**src/rtl/dec_ripple_pkg.sv**
```systemverilog
`timescale 1ns/1ps
// Shared types for the dual-mode decade ripple counter.
package dec_ripple_pkg;
    // Chain order selected by the two-bit mode input.
    typedef enum logic [1:0] {
        CHAIN_BCD   = 2'b00,
        CHAIN_BIQ   = 2'b01,
        CHAIN_SPLIT = 2'b10,
        CHAIN_SPLT2 = 2'b11
    } chain_e;
endpackage

```
**src/rtl/dr_fall_detect.sv**
```systemverilog
`timescale 1ns/1ps
// Falling-transition detector for one section's count source.
// Assumes src is synchronous to clk. Its previous value clears to 0 under
// either reset, so a source held high across reset release makes no edge.
module dr_fall_detect (
    input  logic clk,
    input  logic rst_n,
    input  logic mr,
    input  logic src,
    output logic fall
);
    logic src_q;

    // Remember the source level from the previous clk edge.
    always_ff @(posedge clk or posedge mr) begin
        if (mr)          src_q <= 1'b0;
        else if (!rst_n) src_q <= 1'b0;
        else             src_q <= src;
    end

    // Report a falling edge when the level was high and is now low.
    assign fall = src_q & ~src;
endmodule

```
**src/rtl/dr_toggle_stage.sv**
```systemverilog
`timescale 1ns/1ps
// Divide-by-two section: inverts its output once per advance pulse.
// Assumes adv is a one-cycle strobe from dr_fall_detect.
module dr_toggle_stage (
    input  logic clk,
    input  logic rst_n,
    input  logic mr,
    input  logic adv,
    output logic q
);
    // Flip the output on each advance; both resets clear it.
    always_ff @(posedge clk or posedge mr) begin
        if (mr)          q <= 1'b0;
        else if (!rst_n) q <= 1'b0;
        else if (adv)    q <= ~q;
    end

    AST_TOGGLE_FLIP: assert property (@(posedge clk) disable iff (!rst_n || mr)
        adv |=> (q != $past(q)));
    AST_TOGGLE_HOLD: assert property (@(posedge clk) disable iff (!rst_n || mr)
        !adv |=> $stable(q));
endmodule

```
**src/rtl/dr_mod_stage.sv**
```systemverilog
`timescale 1ns/1ps
// Modulo-MOD section: counts advance pulses from 0 up to MOD-1, then wraps.
// Any value at or above MOD-1 returns to 0 on the next advance, so an
// unused code cannot persist.
module dr_mod_stage #(
    parameter  int MOD = 5,
    localparam int W   = $clog2(MOD)
) (
    input  logic         clk,
    input  logic         rst_n,
    input  logic         mr,
    input  logic         adv,
    output logic [W-1:0] cnt
);
    localparam logic [W-1:0] LAST = W'(MOD - 1);

    logic [W-1:0] cnt_nx;

    // Next count: wrap from the last legal value (or anything above it).
    always_comb begin
        if (cnt >= LAST) cnt_nx = '0;
        else             cnt_nx = cnt + 1'b1;
    end

    // Count register with asynchronous master clear and synchronous reset.
    always_ff @(posedge clk or posedge mr) begin
        if (mr)          cnt <= '0;
        else if (!rst_n) cnt <= '0;
        else if (adv)    cnt <= cnt_nx;
    end

    AST_CNT_RANGE: assert property (@(posedge clk) disable iff (!rst_n)
        ({1'b0, cnt} < (W+1)'(MOD)));
    AST_CNT_HOLD: assert property (@(posedge clk) disable iff (!rst_n || mr)
        !adv |=> $stable(cnt));
    AST_CNT_WRAP: assert property (@(posedge clk) disable iff (!rst_n || mr)
        (adv && cnt == LAST) |=> (cnt == '0));
    AST_MSB_FALL: assert property (@(posedge clk) disable iff (!rst_n || mr)
        $fell(cnt[W-1]) |-> ($past(cnt) == LAST));
endmodule

```
**src/rtl/dec_ripple_counter.sv**
```systemverilog
`timescale 1ns/1ps
// Dual-mode decade ripple counter top.
// A toggle stage (q0) and a modulo-DIV_HI stage (q_hi) each follow a
// selected count source. In BCD order q0 clocks the upper stage; in
// bi-quinary order the upper stage's top bit clocks q0; in split order
// both follow external inputs. Internal links are taken from stage
// registers, adding one clk of ripple per link. Assumes cp0/cp1 are
// synchronous to clk and mode changes only while mr is high.
module dec_ripple_counter
    import dec_ripple_pkg::*;
#(
    parameter  int DIV_HI = 5,
    localparam int HI_W   = $clog2(DIV_HI)
) (
    input  logic            clk,
    input  logic            rst_n,
    input  logic            mr,
    input  logic [1:0]      mode,
    input  logic            cp0,
    input  logic            cp1,
    output logic            q0,
    output logic [HI_W-1:0] q_hi
);
    chain_e chain;
    logic   lo_src, hi_src;
    logic   lo_adv, hi_adv;

    // Decode the chain order and pick each section's count source.
    always_comb begin
        chain  = chain_e'(mode);
        lo_src = (chain == CHAIN_BIQ) ? q_hi[HI_W-1] : cp0;
        hi_src = (chain == CHAIN_BCD) ? q0           : cp1;
    end

    dr_fall_detect u_lo_edge (
        .clk(clk), .rst_n(rst_n), .mr(mr), .src(lo_src), .fall(lo_adv)
    );

    dr_fall_detect u_hi_edge (
        .clk(clk), .rst_n(rst_n), .mr(mr), .src(hi_src), .fall(hi_adv)
    );

    dr_toggle_stage u_lo (
        .clk(clk), .rst_n(rst_n), .mr(mr), .adv(lo_adv), .q(q0)
    );

    dr_mod_stage #(.MOD(DIV_HI)) u_hi (
        .clk(clk), .rst_n(rst_n), .mr(mr), .adv(hi_adv), .cnt(q_hi)
    );

    AST_MR_CLEAR: assert property (@(posedge clk) disable iff (!rst_n)
        mr |-> (q0 == 1'b0 && q_hi == '0));
    AST_RST_CLEAR: assert property (@(posedge clk)
        !rst_n |=> (q0 == 1'b0 && q_hi == '0));
    AST_BCD_NO_CP1: assert property (@(posedge clk) disable iff (!rst_n || mr)
        (chain == CHAIN_BCD && !$past(q0, 1) && !q0) |=> $stable(q_hi));
endmodule

```
**config.mk**
```make
export PLATFORM = sky130hd
export DESIGN_NAME = dec_ripple_counter
export DESIGN_NICKNAME = d
export VERILOG_FILES = /design/src/rtl/dec_ripple_pkg.sv /design/src/rtl/dr_fall_detect.sv /design/src/rtl/dr_toggle_stage.sv /design/src/rtl/dr_mod_stage.sv /design/src/rtl/dec_ripple_counter.sv
export SDC_FILE = /design/constraint.sdc
export NUM_CORES = 1
export LEC_CHECK = 0
export CAP_MARGIN = 5
export CORE_AREA = 8 8 45 47
export CTS_CLUSTER_DIAMETER = 30
export DETAILED_ROUTE_END_ITERATION = 12
export DIE_AREA = 0 0 53 55
export GPL_TIMING_DRIVEN = 0
export MAX_ROUTING_LAYER = met4
export PLACE_DENSITY = 0.47
export SETUP_SLACK_MARGIN = 0.4
export SLEW_MARGIN = 10
export SYNTH_ARGS = -nofsm -noshare
export SYNTH_HDL_FRONTEND = slang
export SYNTH_SLANG_ARGS = --single-unit
export TNS_END_PERCENT = 100
```
**constraint.sdc**
```tcl
create_clock -name clk -period 1.9 [get_ports clk]
set_clock_uncertainty 0.05 [all_clocks]
set_input_delay 0.19 -clock clk [delete_from_list [all_inputs] [get_ports clk]]
set_output_delay 0.19 -clock clk [all_outputs]
set_load 0.01 [all_outputs]
```
* Yosys cells after proc, flatten, opt, wreduce, memory -nomap -nowiden
Cells that the tools add are included.
** Operators by class
- $add $sub $neg :: 1
- Magnitude comparators :: 1
- Equal/unequal tests :: 3
- Muxes and demuxes :: 9
- Bitwise operators :: 5
- Reduce and logical (&&, ||, !) cells :: 1
** Operator list (number)
- 3-bit two-way mux :: 3
- 1-bit two-way mux :: 6
- 2-bit by 1-bit inequality test with 1-bit output (second input constant) :: 2
- 3-bit by 1-bit adder with 3-bit output (second input constant) :: 1
- 3-bit >= comparator (second input constant) :: 1
- 1-bit NOT :: 3
- 1-bit bitwise AND :: 2
- 2-bit by 1-bit equality test with 1-bit output (second input constant) :: 1
- 2-bit zero test :: 1
** Word-level totals
- Register bits after elaboration :: 6
- Bits of input ports :: 7
- Output and inout bits :: 4
- Logic and storage cells :: 24

* Logic depth before layout (Yosys ltp)
- Word-level depth :: 6
- Gate-level depth with buffers :: 4
- Depth with buffers taken out :: 4

* By module
From an unflattened synthesis, not the netlist that was laid out.
** Second synthesis, totals
- Cells, all modules :: 33
- Area total of the unflattened synthesis :: 327.8 µm²
** Modules (own cells, without submodules)
- dr_mod_stage :: instances 1, cells each 17, area each 161.4 µm², seq. area each 75.1 µm²
- dr_fall_detect :: instances 2, cells each 4, area each 45.0 µm², seq. area each 25.0 µm²
- dr_toggle_stage :: instances 1, cells each 4, area each 43.8 µm², seq. area each 25.0 µm²
- dec_ripple_counter :: instances 1, cells each 4, area each 32.5 µm², seq. area each 0.0 µm²

* Worst setup path before layout
Ideal clock, no wire load.
- Path type :: register -> register
- From :: register u_lo.q
- To :: register u_hi.cnt[0]
- Setup time :: 0.123 ns
- Data arrival time :: 1.137 ns
- Required time :: 1.727 ns
- Slack :: 0.590 ns
- Cell stages (with the launch flop) :: 5
- Buffers on the path :: 1
- Clock period less this slack :: 1.310 ns
- Cells stage by stage :: dfrtp_1 > or3b_1 > and3_1 > buf_6 > mux2i_1
** On the way
- Word-level cells in the longest chain between the ends :: 4
** Ends and longest elaborated chain
- start, declared :: RTL line dr_toggle_stage.sv:9 : output logic q
- start signal, assigned :: RTL line dr_toggle_stage.sv:15 : else if (adv) q <= ~q;
- 1-bit two-way mux :: RTL line dec_ripple_counter.sv:32 : hi_src = (chain == CHAIN_BCD) ? q0 : cp1;
- 1-bit NOT :: RTL line dr_fall_detect.sv:22 : assign fall = src_q & ~src;
- 1-bit bitwise AND :: RTL line dr_fall_detect.sv:22
- 2-bit by 1-bit inequality test with 1-bit output (no source line)
- end signal, assigned :: RTL line dr_mod_stage.sv:29 : else if (adv) cnt <= cnt_nx;
- end, declared :: RTL line dr_mod_stage.sv:13 : output logic [W-1:0] cnt
No other way between the ends.
A chain may end at the register's enable or synchronous reset.

* Worst setup path in the final report
- From :: register u_hi.cnt[2]
- To :: output q_hi[2]
** RTL lines
- end, declared :: RTL line dec_ripple_counter.sv:22 : output logic [HI_W-1:0] q_hi
No word-level cell between the ends.

==> impl_metrics.tcl <==
set metrics [dict create \
    post_route_cells_drive_above_1_share_pct 10.20 \
    synth_warnings 0 \
    clkLatencyLatePin_ns 0.24 \
    grtUsageTotal_pct 5.982 \
    status "finished, final reports clean" \
    grt_antenna_before_repair 0 \
    via_per_inst 4.308 \
    nNetsFinal 60 \
    max_stage_delay_ns 0.56 \
    vdd.ir_drop.worst_mv 0.2164 \
    syn_avg_cell_area_um2 9.536 \
    clock_sinks 6 \
    portBuffers 9 \
    ctsHoldBuffers 0 \
    synth_compound_area_share_pct 7.092 \
    coreArea_um2 1384 \
    die-width_um 53 \
    syn_to_final_growth_pct 37.59 \
    mostFrequentLayoutCell "clkdlybuf4s50_1" \
    hold_path.class "input pin to asynchronous set/reset pin" \
    tightest_slew_ns 0.3295 \
    first_pass_iters 3 \
    cp-end-kind "output port" \
    start_util_pct 25.50 \
    cts-root-buf "clkbuf_4" \
    synthDistinctLibCells 18 \
    final-hold-violation-count 0 \
    design_area_um2 485.5 \
    max_freq_ghz 0.6976 \
    route.detailed.drc 0 \
    synth_nets 46 \
    ys_seq_elements 6 \
    slew_headroom_pct 78.03 \
    critPathTopFamily "buffers and inverters" \
    synthesis.area_um2 352.8 \
    arrival_ns 1.19 \
    rsz0062_at_grt "false" \
    power.leakage_uw 0.0002133 \
    grt_pass1_vias 305 \
    ant_nets 0 \
    io_pins 11 \
    drt_iter0_markers 3 \
    synth_top_family_by_area "simple AND/OR/NAND/NOR gates" \
    slew_violations 0 \
    post_drt_wl_per_cell_um 10.78 \
    htree_num_levels 1 \
    dieArea_um2 2915 \
    final_cell_mix "clkdlybuf4s50_1, nand2_1, dfrtp_1, inv_1, mux2i_1" \
    clkSlewWorstSetupHoldPaths_ns 0.05 \
    grt_overflow 0 \
    worst-path-buf-inv 1 \
    finalPower_uw 294.5 \
    clockBufferDepth 2 \
    synth-seq-area-share_pct 42.55 \
    drv_cap 0 \
    setup_viol_count_final 0 \
    cts_buffers 3 \
    r2r_slack_ns 0.58 \
    place_area_um2 462.9 \
    cp_max_fo 5 \
    cts_tree "done" \
    netlist_instances 37 \
    place_hpwl_um 594.8 \
    num_rows 14 \
    crit_chain "clkdlybuf4s50_1" \
    crit_slowest_cell "clkdlybuf4s50_1" \
    synthMuxAreaShare_pct 11.35 \
    cts_resized 0 \
    die_y_um 55 \
    period_share_pct 75.45 \
    nFillCells 146 \
    worstSetupPathType "flop to output port" \
    num_vias 280 \
    grt_max_degree 10 \
    synth_simple_gate_area_share_pct 22.34 \
    postCtsSetupRepairBufs 0 \
    place_congestion 0.6017 \
    synth_xor_area_share_pct 0 \
    tns_ns 0 \
    power_density_nw_per_um2 606.7 \
    layout_min_cycle_time_ns 1.434 \
    synthAdderAreaFrac_pct 7.092 \
    routed_wl_um 701 \
    worstPathRequired_ns 1.66 \
    grt_first_pass_wirelength_um 1221 \
    num_antenna_cells 0 \
    crit_path_start_kind "flop" \
]
## Yosys cell counts
cell,number,area (µm²)
dfrtp_1,6,150.1
nand2_1,6,22.52
inv_1,5,18.77
mux2i_1,4,40.04
ha_1,2,25.02
nor2b_1,2,12.51
a211oi_1,1,7.510
a21boi_0,1,7.510
a21oi_1,1,5.000
and3_1,1,6.260
and3b_2,1,10.01
buf_1,1,3.750
buf_6,1,11.26
nand2b_1,1,6.260
nand3_1,1,5.000
o21ai_0,1,5.000
or2b_1,1,7.510
or3b_1,1,8.760
## kinds of logic (layout without fill, tap and decap cells)
family / count (synthesis) / after routing
multiplexers: 4 / 4
AND/OR/NAND/NOR: 14 / 14
adder cells (fa/ha/maj): 2 / 2
AO/OA/AOI/OAI: 4 / 4
flip-flops: 6 / 6
buffers and inverters: 7 / 19
## per-stage QoR
step	worst slack, ns	std cells	util, %	hold slack, ns
global placement	0.2954	62	33.45	0.3730
CTS	0.4359	65	35.08	0.1171
global route	0.4032	65	35.08	0.1374
finish	0.4665	65	35.08	0.1184
floorplan	0.5896	37	-	-0.06904
detailed placement	0.2718	62	33.45	0.3777
## sequential cells by signal, summed over array words and instances, names as in the netlist
register,cells
u_hi.cnt,3
u_hi_edge.src_q,1
u_lo.q,1
u_lo_edge.src_q,1
## worst paths after layout
path	startpoint	end	depth (start not counted)
worst min register to register	u_lo.q	u_lo.q	2
worst max register to register	u_lo.q	u_hi.cnt[0]	4
worst max-delay path	u_hi.cnt[2]	q_hi[2]	1
worst min-delay path	mr	u_hi.cnt[2]	2
max in group asynchronous	mr	u_lo.q	2
min in group clk	rst_n	u_hi.cnt[1]	3
## area by class of cell
cell class / count / area [µm²] / share of cell area (%)
buffer: 2 / 15.01 / 3.093
multi-input combinational: 24 / 168.9 / 34.79
clock buffer: 3 / 22.52 / 4.639
inverter: 5 / 18.77 / 3.866
timing repair buffer: 9 / 90.09 / 18.56
sequential: 6 / 150.1 / 30.93
tap: 16 / 20.02 / 4.124
## metal layers
| metal | part of all wire, % | track usage [%] | up-vias |
|---|---|---|---|
| li1 | - | - | 143 |
| met1 | 46 | 5.963 | 128 |
| met2 | 46 | 10.55 | 9 |
| met3 | 7.8 | 1.872 | 0 |
| met4 | 0 | 2.586 | 0 |
| met5 | 0 | - | - |
## power breakdown
group | switching, µW | leakage [µW] | internal [µW]
Sequential | 3.69 | 0.0000814 | 134
Clock | 41.7 | 0.0000138 | 71.2
Combinational | 18.6 | 0.000118 | 25.9
No activity file was read; power rests on OpenSTA's default activity.
